## src/rtl/fsg_pkg.sv

```systemverilog
package fsg_pkg;
    localparam int FSG_N_W = 24;
    localparam int FSG_M_W = 8;
endpackage

```

## src/rtl/fsg_field_split.sv

```systemverilog
module fsg_field_split #(
    parameter int N_W = 24,
    parameter int M_W = 8,
    localparam int CFG_W = N_W + M_W
) (
    input  logic [CFG_W-1:0] cfg,
    output logic [N_W-1:0]   num,
    output logic [M_W:0]     den
);
    always_comb begin
        num = cfg[CFG_W-1:M_W];
        den = {1'b0, cfg[M_W-1:0]} + {{M_W{1'b0}}, 1'b1};
    end
endmodule

```

## src/rtl/fsg_phase_step.sv

```systemverilog
module fsg_phase_step #(
    parameter int N_W = 24,
    parameter int M_W = 8,
    localparam int S_W = N_W + 1
) (
    input  logic [N_W-1:0] acc,
    input  logic [N_W-1:0] num,
    input  logic [M_W:0]   den,
    output logic           fire,
    output logic [N_W-1:0] acc_next
);
    logic [S_W-1:0] sum;
    logic [S_W-1:0] num_x;
    logic [S_W-1:0] den_x;
    logic [S_W-1:0] diff;

    always_comb begin
        num_x    = {1'b0, num};
        den_x    = {{(S_W-M_W-1){1'b0}}, den};
        sum      = {1'b0, acc} + den_x;
        diff     = sum - num_x;
        fire     = 1'b0;
        acc_next = '0;
        if (num != '0) begin
            if (num_x <= den_x) begin
                fire = 1'b1;
            end else if (sum >= num_x) begin
                fire     = 1'b1;
                acc_next = diff[N_W-1:0];
            end else begin
                acc_next = sum[N_W-1:0];
            end
        end
    end
endmodule

```

## src/rtl/frac_strobe_gen.sv

```systemverilog
module frac_strobe_gen #(
    parameter int N_W = fsg_pkg::FSG_N_W,
    parameter int M_W = fsg_pkg::FSG_M_W,
    localparam int CFG_W = N_W + M_W
) (
    input  logic             clk,
    input  logic             rst_n,
    input  logic             en_i,
    input  logic [CFG_W-1:0] cfg_i,
    output logic             strobe_o
);
    typedef struct packed {
        logic [CFG_W-1:0] cfg;
        logic [N_W-1:0]   acc;
        logic             strobe;
    } state_t;

    state_t state_d, state_q;

    logic [N_W-1:0] num;
    logic [M_W:0]   den;
    logic           step_fire;
    logic [N_W-1:0] step_acc;

    fsg_field_split #(.N_W(N_W), .M_W(M_W)) u_split (
        .cfg (state_q.cfg),
        .num (num),
        .den (den)
    );

    fsg_phase_step #(.N_W(N_W), .M_W(M_W)) u_step (
        .acc      (state_q.acc),
        .num      (num),
        .den      (den),
        .fire     (step_fire),
        .acc_next (step_acc)
    );

    always_comb begin
        state_d     = state_q;
        state_d.cfg = cfg_i;
        if (!en_i || (cfg_i != state_q.cfg)) begin
            state_d.acc    = '0;
            state_d.strobe = 1'b0;
        end else begin
            state_d.acc    = step_acc;
            state_d.strobe = step_fire;
        end
    end

    always_ff @(posedge clk or negedge rst_n) begin
        if (!rst_n) begin
            state_q <= '0;
        end else begin
            state_q <= state_d;
        end
    end

    assign strobe_o = state_q.strobe;
endmodule

```

## config.mk

```make
export PLATFORM = sky130hd
export DESIGN_NAME = frac_strobe_gen
export DESIGN_NICKNAME = d
export VERILOG_FILES = /design/src/rtl/fsg_pkg.sv /design/src/rtl/fsg_field_split.sv /design/src/rtl/fsg_phase_step.sv /design/src/rtl/frac_strobe_gen.sv
export SDC_FILE = /design/constraint.sdc
export NUM_CORES = 1
export LEC_CHECK = 0
export BUFFER_PORTS_ARGS = -buffer_cell sky130_fd_sc_hd__buf_4
export CAP_MARGIN = 10
export CORE_ASPECT_RATIO = 1.5
export CORE_MARGIN = 1.5
export CORE_UTILIZATION = 67
export DETAILED_ROUTE_END_ITERATION = 12
export PLACE_DENSITY = 0.87
export SLEW_MARGIN = 25
export SYNTH_ARGS = -nofsm -noshare
export SYNTH_HDL_FRONTEND = slang
export SYNTH_HIERARCHICAL = 1
export SYNTH_SLANG_ARGS = --single-unit
```

## constraint.sdc

```tcl
create_clock -name clk -period 13.7 [get_ports clk]
set_clock_uncertainty 0.05 [all_clocks]
set_input_delay 1.37 -clock clk [delete_from_list [all_inputs] [get_ports clk]]
set_output_delay 1.37 -clock clk [all_outputs]
set_load 0.01 [all_outputs]
```

==> impl_metrics.toml, run 1 <==
[sta]
period_share_pct = 42.02
setup_viol = 0
fmax_ghz = 0.1737
slew_headroom_pct = 51.18
worst_slew_pin_slew_ns = 0.7227
fin_setup_tns_ns = 0
period_needed_ns = 5.757
drv_slew = 0
grt_setup_unrepaired = "false"
fin_ws_ns = 7.943
hold_viol = 0

[detailed_routing]
drtIter0Drc = 311
routed_wl_mm = 13.62
first_pass_iters = 6
vias_per_cell = 6.390
ant_nets = 0
drc = 0
wire_per_inst_um = 19.54
vias = 4454

[logic_synthesis]
syn_inst = 580
synth_top_area_share_pct = 27.50
yosys_register_bits = 57
synth_area_sq_mm = 0.005187
yosys.area.top_type = "dfrtp_1"
synth_ff_type = "dfrtp_1"
synth_area_leaders = "dfrtp_1, ha_1, xor2_1, xnor2_1, nor4_2"
synth_edf_count = 0
netlist_top_cells_count = "dfrtp_1, inv_1, nor2_1"
ys.warnings.count = 6
ys_async_sr_fraction_pct = 100.0
syn_avg_cell_area_sq_um = 8.944
syn_nets = 660
yosysSeqAreaShare_pct = 27.50
ys_types = 59
yosysMostFrequentCell = "dfrtp_1"

[global_routing]
grt_util_all_layers_pct = 35.26
gr-usage-met3_pct = 6.455
grt_max_degree = 58
grt_use_met1_pct = 44.57
grt_use_met2_pct = 56.05
grt_pass1_wl_mm = 22.04
overflow = 0
grt_pass1_vias = 4388
antenna_found_initial = 0
gr-max-usage-layer = "met2"

[final_layout]
final_util_pct = 73.86
fin_cells = 697
n_antenna_cell = 0
drive_gt1_share_pct = 14.79
area_delta_synth_final_pct = 7.694
final_nets = 671

[worst_setup_path]
critPathSlowestCell = "a41oi_1"
crit_top_cell = "ha_1"
cp-end-kind = "register"
cp_slowest_stage_delay_ns = 0.65
crit_chain = "ha_1 -> nand3_1 -> xnor2_1 -> ha_1 -> or3_1 -> o21ba_2 -> nor2_1 -> a41oi_1 -> nor2_1 -> xor2_1 -> ha_1 -> a21o_1 -> a2111oi_2 -> o22ai_1 -> o211a_1 -> nor3_4 -> buf_4 -> inv_1 -> a211oi_1 -> nand3_1 -> nor4_1"
setup.worst_path.start_class = "register"
critical_path_class = "reg -> reg"
critPathArrivalTime_ns = 5.93
critPathBufInv = 2
crit_required_ns = 13.88
crit_fanout = 27
critPathTopFamily = "compound AO/OA/AOI/OAI gates"

[clocking]
clk_pin_slew_ns = 0.05
clock-sinks = 57
post_cts_resized = 0
clk_latency_ns = 0.33
clock_path_buffers = 2
numCtsBuffers = 9
cts-root-buf = "clkbuf_16"
htreeDepth = 3
tritoncts = "yes"
cts_setup_buffers = 0
hold_buffers = 0

[power]
ir_worst_vdd_v = 0.0001238
powerDensity_mw_per_mm2 = 83.23
fin_total_pwr_uw = 465.0
p_leak_nw = 2.685

[worst_hold_path]
min_path_type = "reg -> reg"

[job]
drv_cap = 0

[place]
preCtsSetupSlack_ns = 8.104
post-place-cells = 682
globalplace.congestion = 1.058
io_buffer_count = 35
hpwl_mm = 10.02

[floorplan]
die_y_um = 110.8
initial_core_util_pct = 68.59
die_x_um = 74.85
ios = 36
row_count = 39
fp.dieArea_sq_mm = 0.008290
core-area_sq_mm = 0.007564

[outcome]
status = "complete, no violations"
==> layout by cell type (no fill, tap or decap), types with 19 or more instances in the layout <==
cell type,count
o21ai_0,19
ha_1,43
nand2_1,24
nor4_2,20
inv_1,54
buf_4,42
mux2i_1,21
dfrtp_1,57
xor2_1,39
xnor2_1,36
nor2_1,46
nand3_1,35
==> registers in the layout, indices dropped and copies added, names as in the netlist <==
| name | count |
|---|---|
| state_q | 56 |
| strobe_o | 1 |
==> where the power goes <==
group          switching, mW  internal (mW)  leakage, nW
combinational         0.0502         0.0358         1.83
clock                 0.0721          0.125        0.128
sequential           0.00816          0.174        0.722
total                  0.130          0.335         2.68
==> worst reg2reg max path: cells and delay by family, from the launching register on <==
kind,cells,cell delay (ns)
AND/OR/NAND/NOR,7,1.15
flip-flops,1,0.44
buffers and inverters,2,0.51
adder cells (fa/ha/maj),3,0.92
XOR/XNOR,2,0.35
AO/OA/AOI/OAI,7,2.26
==> per-layer routing <==
layer / share of wire, % / wire [um] / vias up
met2: 49 / 6740 / 224
met3: 6.7 / 906 / 57
met4: 4.9 / 661 / 0
met1: 39 / 5311 / 2127
met5: 0 / 0 / -
li1: - / - / 2046
==> cell type report <==
| class | count | area [sq um] |
|---|---|---|
| Timing Repair Buffer | 42 | 315.3 |
| Inverter | 54 | 202.7 |
| Multi-Input combinational cell | 427 | 3251 |
| Fill cell | 512 | 1977 |
| Clock inverter | 3 | 17.52 |
| Tap cell | 102 | 127.6 |
| Clock buffer | 12 | 246.5 |
| Sequential cell | 57 | 1426 |
==> through the flow <==
| step | hold WS [ns] | cell area [sq um] |
|---|---|---|
| 3_5_place_dp | 0.6982 | 5323 |
| 2_1_floorplan | 0.5981 | 5187 |
| 4_1_cts | 0.7145 | 5587 |
| 3_3_place_gp | 0.6737 | 5323 |
| 6_report | 0.7360 | 5587 |
| 5_1_grt | 0.7532 | 5587 |
==> cell families after synthesis <==
kind of cell             count (synthesis)  synth area share, %
adder cells (fa/ha/maj)                 45                11.14
AND/OR/NAND/NOR                        192                22.21
XOR/XNOR                                75                12.66
AO/OA/AOI/OAI                           94                12.59
buffers and inverters                   96                9.841
multiplexers                            21                4.052
flip-flops                              57                27.50
==> final timing paths <==
check,from,to,slack [ns],cells past startpoint
worst min register to register,state_q[24],state_q[24],0.74,5
worst max register to register,state_q[26],state_q[2],7.94,21
worst min-delay path,state_q[24],state_q[24],0.74,5
worst max-delay path,state_q[26],state_q[2],7.94,21
min in group asynchronous,rst_n,state_q[22],1.03,1
max in group asynchronous,rst_n,state_q[28],12.07,1
(Power assumes the default switching activity.)
==> run 2, diff against run 1 <==
--- a/config.mk
+++ b/config.mk
@@ -9,9 +9,9 @@
 export CAP_MARGIN = 10
 export CORE_ASPECT_RATIO = 1.5
 export CORE_MARGIN = 1.5
-export CORE_UTILIZATION = 67
+export CORE_UTILIZATION = 62
 export DETAILED_ROUTE_END_ITERATION = 12
-export PLACE_DENSITY = 0.87
+export PLACE_DENSITY = 0.82
 export SLEW_MARGIN = 25
 export SYNTH_ARGS = -nofsm -noshare
 export SYNTH_HDL_FRONTEND = slang
==> constraint.sdc (replaced) <==
create_clock -name clk -period 5.48 [get_ports clk]
set_clock_uncertainty 0.05 [all_clocks]
set_input_delay 0.548 -clock clk [delete_from_list [all_inputs] [get_ports clk]]
set_output_delay 0.548 -clock clk [all_outputs]
set_load 0.01 [all_outputs]
==> run 2 against run 1 <==
Worst setup slack lost 7.8 ns. Flip-flop and latch count is the same. Largest power group unchanged. Final cell count grew 2.4%. Highest routed layer unchanged. Non-clock buffer count grew 13. Die area grew 7.8%. Power grew to 2.7 times the previous value. Wire length grew 4.9%. Via count grew 3.3%.
==> impl_metrics.toml, run 2 (synthesized netlist as in run 1, its figures left out) <==
[sta]
worst_slew_pin_slew_ns = 0.7468
period_needed_ns = 5.343
drv_slew = 0
fmax_ghz = 0.1872
hold_viol = 0
period_share_pct = 97.49
slew_headroom_pct = 50.22
setup_viol = 0

[clocking]
clk_latency_ns = 0.33
hold_buffers = 0
htreeDepth = 3
tritoncts = "yes"
clock-sinks = 57
cts-root-buf = "clkbuf_16"
clock_path_buffers = 2
clk_pin_slew_ns = 0.06
numCtsBuffers = 9

[worst_setup_path]
ff2ff_setup_slack_ns = 0.14
critPathArrivalTime_ns = 5.52
critPathBufInv = 4
crit_chain = "ha_4 -> inv_1 -> fa_1 -> nand2b_1 -> a21oi_2 -> o21ba_4 -> a41oi_2 -> buf_4 -> nor2_1 -> xor2_1 -> ha_1 -> a21o_1 -> a21o_1 -> a21o_1 -> a21oi_1 -> o21ai_0 -> o211a_1 -> nor3_4 -> buf_12 -> inv_1 -> a211oi_2 -> nand3_1 -> nor4_2"
critPathSlowestCell = "dfrtp_2"
setup.worst_path.start_class = "register"
r2r_start = "state_q[26]"
r2r-end = "state_q[2]"
crit_fanout = 6
crit_required_ns = 5.66
r2r_cells = 23
critical_path_class = "reg -> reg"
cp-end-kind = "register"
cp_slowest_stage_delay_ns = 0.47
crit_top_cell = "a21o_1"
critPathTopFamily = "compound AO/OA/AOI/OAI gates"

[power]
power_frac_comb_pct = 17.8
power_frac_clock_pct = 45.7
p_int_uw = 881.7
p_leak_nw = 2.801
p_sw_uw = 360.5
powerDensity_mw_per_mm2 = 212.0
pwr-share-seq_pct = 36.5
ir_worst_vdd_v = 0.0002574
switching_share_pct = 29.02

[floorplan]
fp.dieArea_sq_mm = 0.008936
die_x_um = 77.69
row_count = 40
initial_core_util_pct = 64.38
ios = 36
core-area_sq_mm = 0.008058
die_y_um = 115.0

[final_layout]
drive_gt1_share_pct = 18.88
n_antenna_cell = 0
stdcell_area_sq_mm = 0.005859
largest_register = "state_q"
layout_commonest_cell = "dfrtp_1"
final_nets = 684
area_delta_synth_final_pct = 12.95
largest_reg_flops = 56
final_cell_mix = "dfrtp_1, inv_1, buf_4"
final_util_pct = 72.72
fin_cells = 714

[job]
drv_cap = 0

[detailed_routing]
vias_per_cell = 6.445
drtIter0Drc = 385
first_pass_iters = 6
ant_nets = 0
routed_wl_mm = 14.29
drc = 0
vias = 4602
wire_per_inst_um = 20.01

[global_routing]
grt_util_all_layers_pct = 32.20
grt_pass1_vias = 4577
grt_max_degree = 58
antenna_found_initial = 0
grt_pass1_wl_mm = 22.18
overflow = 0

[place]
globalplace.congestion = 1.001
io_buffer_count = 35
hpwl_mm = 10.12
post-place-cells = 690
postPlaceCellArea_sq_mm = 0.005376

[worst_hold_path]
min_path_type = "in -> async"

[outcome]
status = "complete, no violations"
[run 2: power by group through the flow]
stage	Clock (mW)	Combinational, mW	Sequential, mW
5_1_grt	0.588	0.239	0.454
3_3_place_gp	0	0.203	0.458
2_1_floorplan	0	0.152	0.449
6_report	0.568	0.221	0.453
3_5_place_dp	0	0.208	0.459
4_1_cts	0.571	0.211	0.451
[run 2: through the flow]
step | total power, mW | setup WS, ns | setup TNS, ns | hold WS (ns)
after floorplan | 0.6018 | 0.5293 | 0 | 0.2024
after global placement | 0.6612 | 0.1722 | 0 | 0.5861
after detailed placement | 0.6663 | 0.01314 | 0 | 0.6065
after CTS | 1.233 | 0.03601 | 0 | 0.2596
after global routing | 1.281 | -0.09622 | -0.9981 | 0.2736
final | 1.242 | 0.1374 | 0 | 0.2326
[run 2: routing by layer]
metal	part of all wire, %	up-vias	global-route usage, %
met5	0	-	0
met4	5.1	0	18.06
met3	6.2	73	5.556
met2	53	245	58.03
met1	36	2194	35.45
li1	-	2090	-
[run 2: area by class of cell]
type	count	area (sq um)
Fill cell	566	2198
Clock buffer	9	225.2
Tap cell	105	131.4
Sequential cell	57	1429
Timing Repair Buffer	55	462.9
Inverter	54	202.7
Multi-Input combinational cell	427	3328
Clock inverter	7	80.08
[run 2: what timing repair did]
| item | CTS | global route |
|---|---|---|
| cloned | 1 | 0 |
| setup endpoints to repair | 1 | 25 |
| pin swaps | 1 | 11 |
| resized for setup | 1 | 18 |
| buffers inserted | 2 | 5 |
[run 2: how the worst max path moves through the flow]
stage / startpoint / end / slack (ns) / cells after the start
detailed placement: state_q[26] / state_q[24] / 0.01 / 24
global route: state_q[29] / state_q[6] / -0.1 / 25
floorplan: state_q[27] / state_q[10] / 0.53 / 24
global placement: state_q[26] / state_q[6] / 0.17 / 24
finish: state_q[26] / state_q[2] / 0.14 / 23
CTS: state_q[26] / state_q[24] / 0.04 / 25
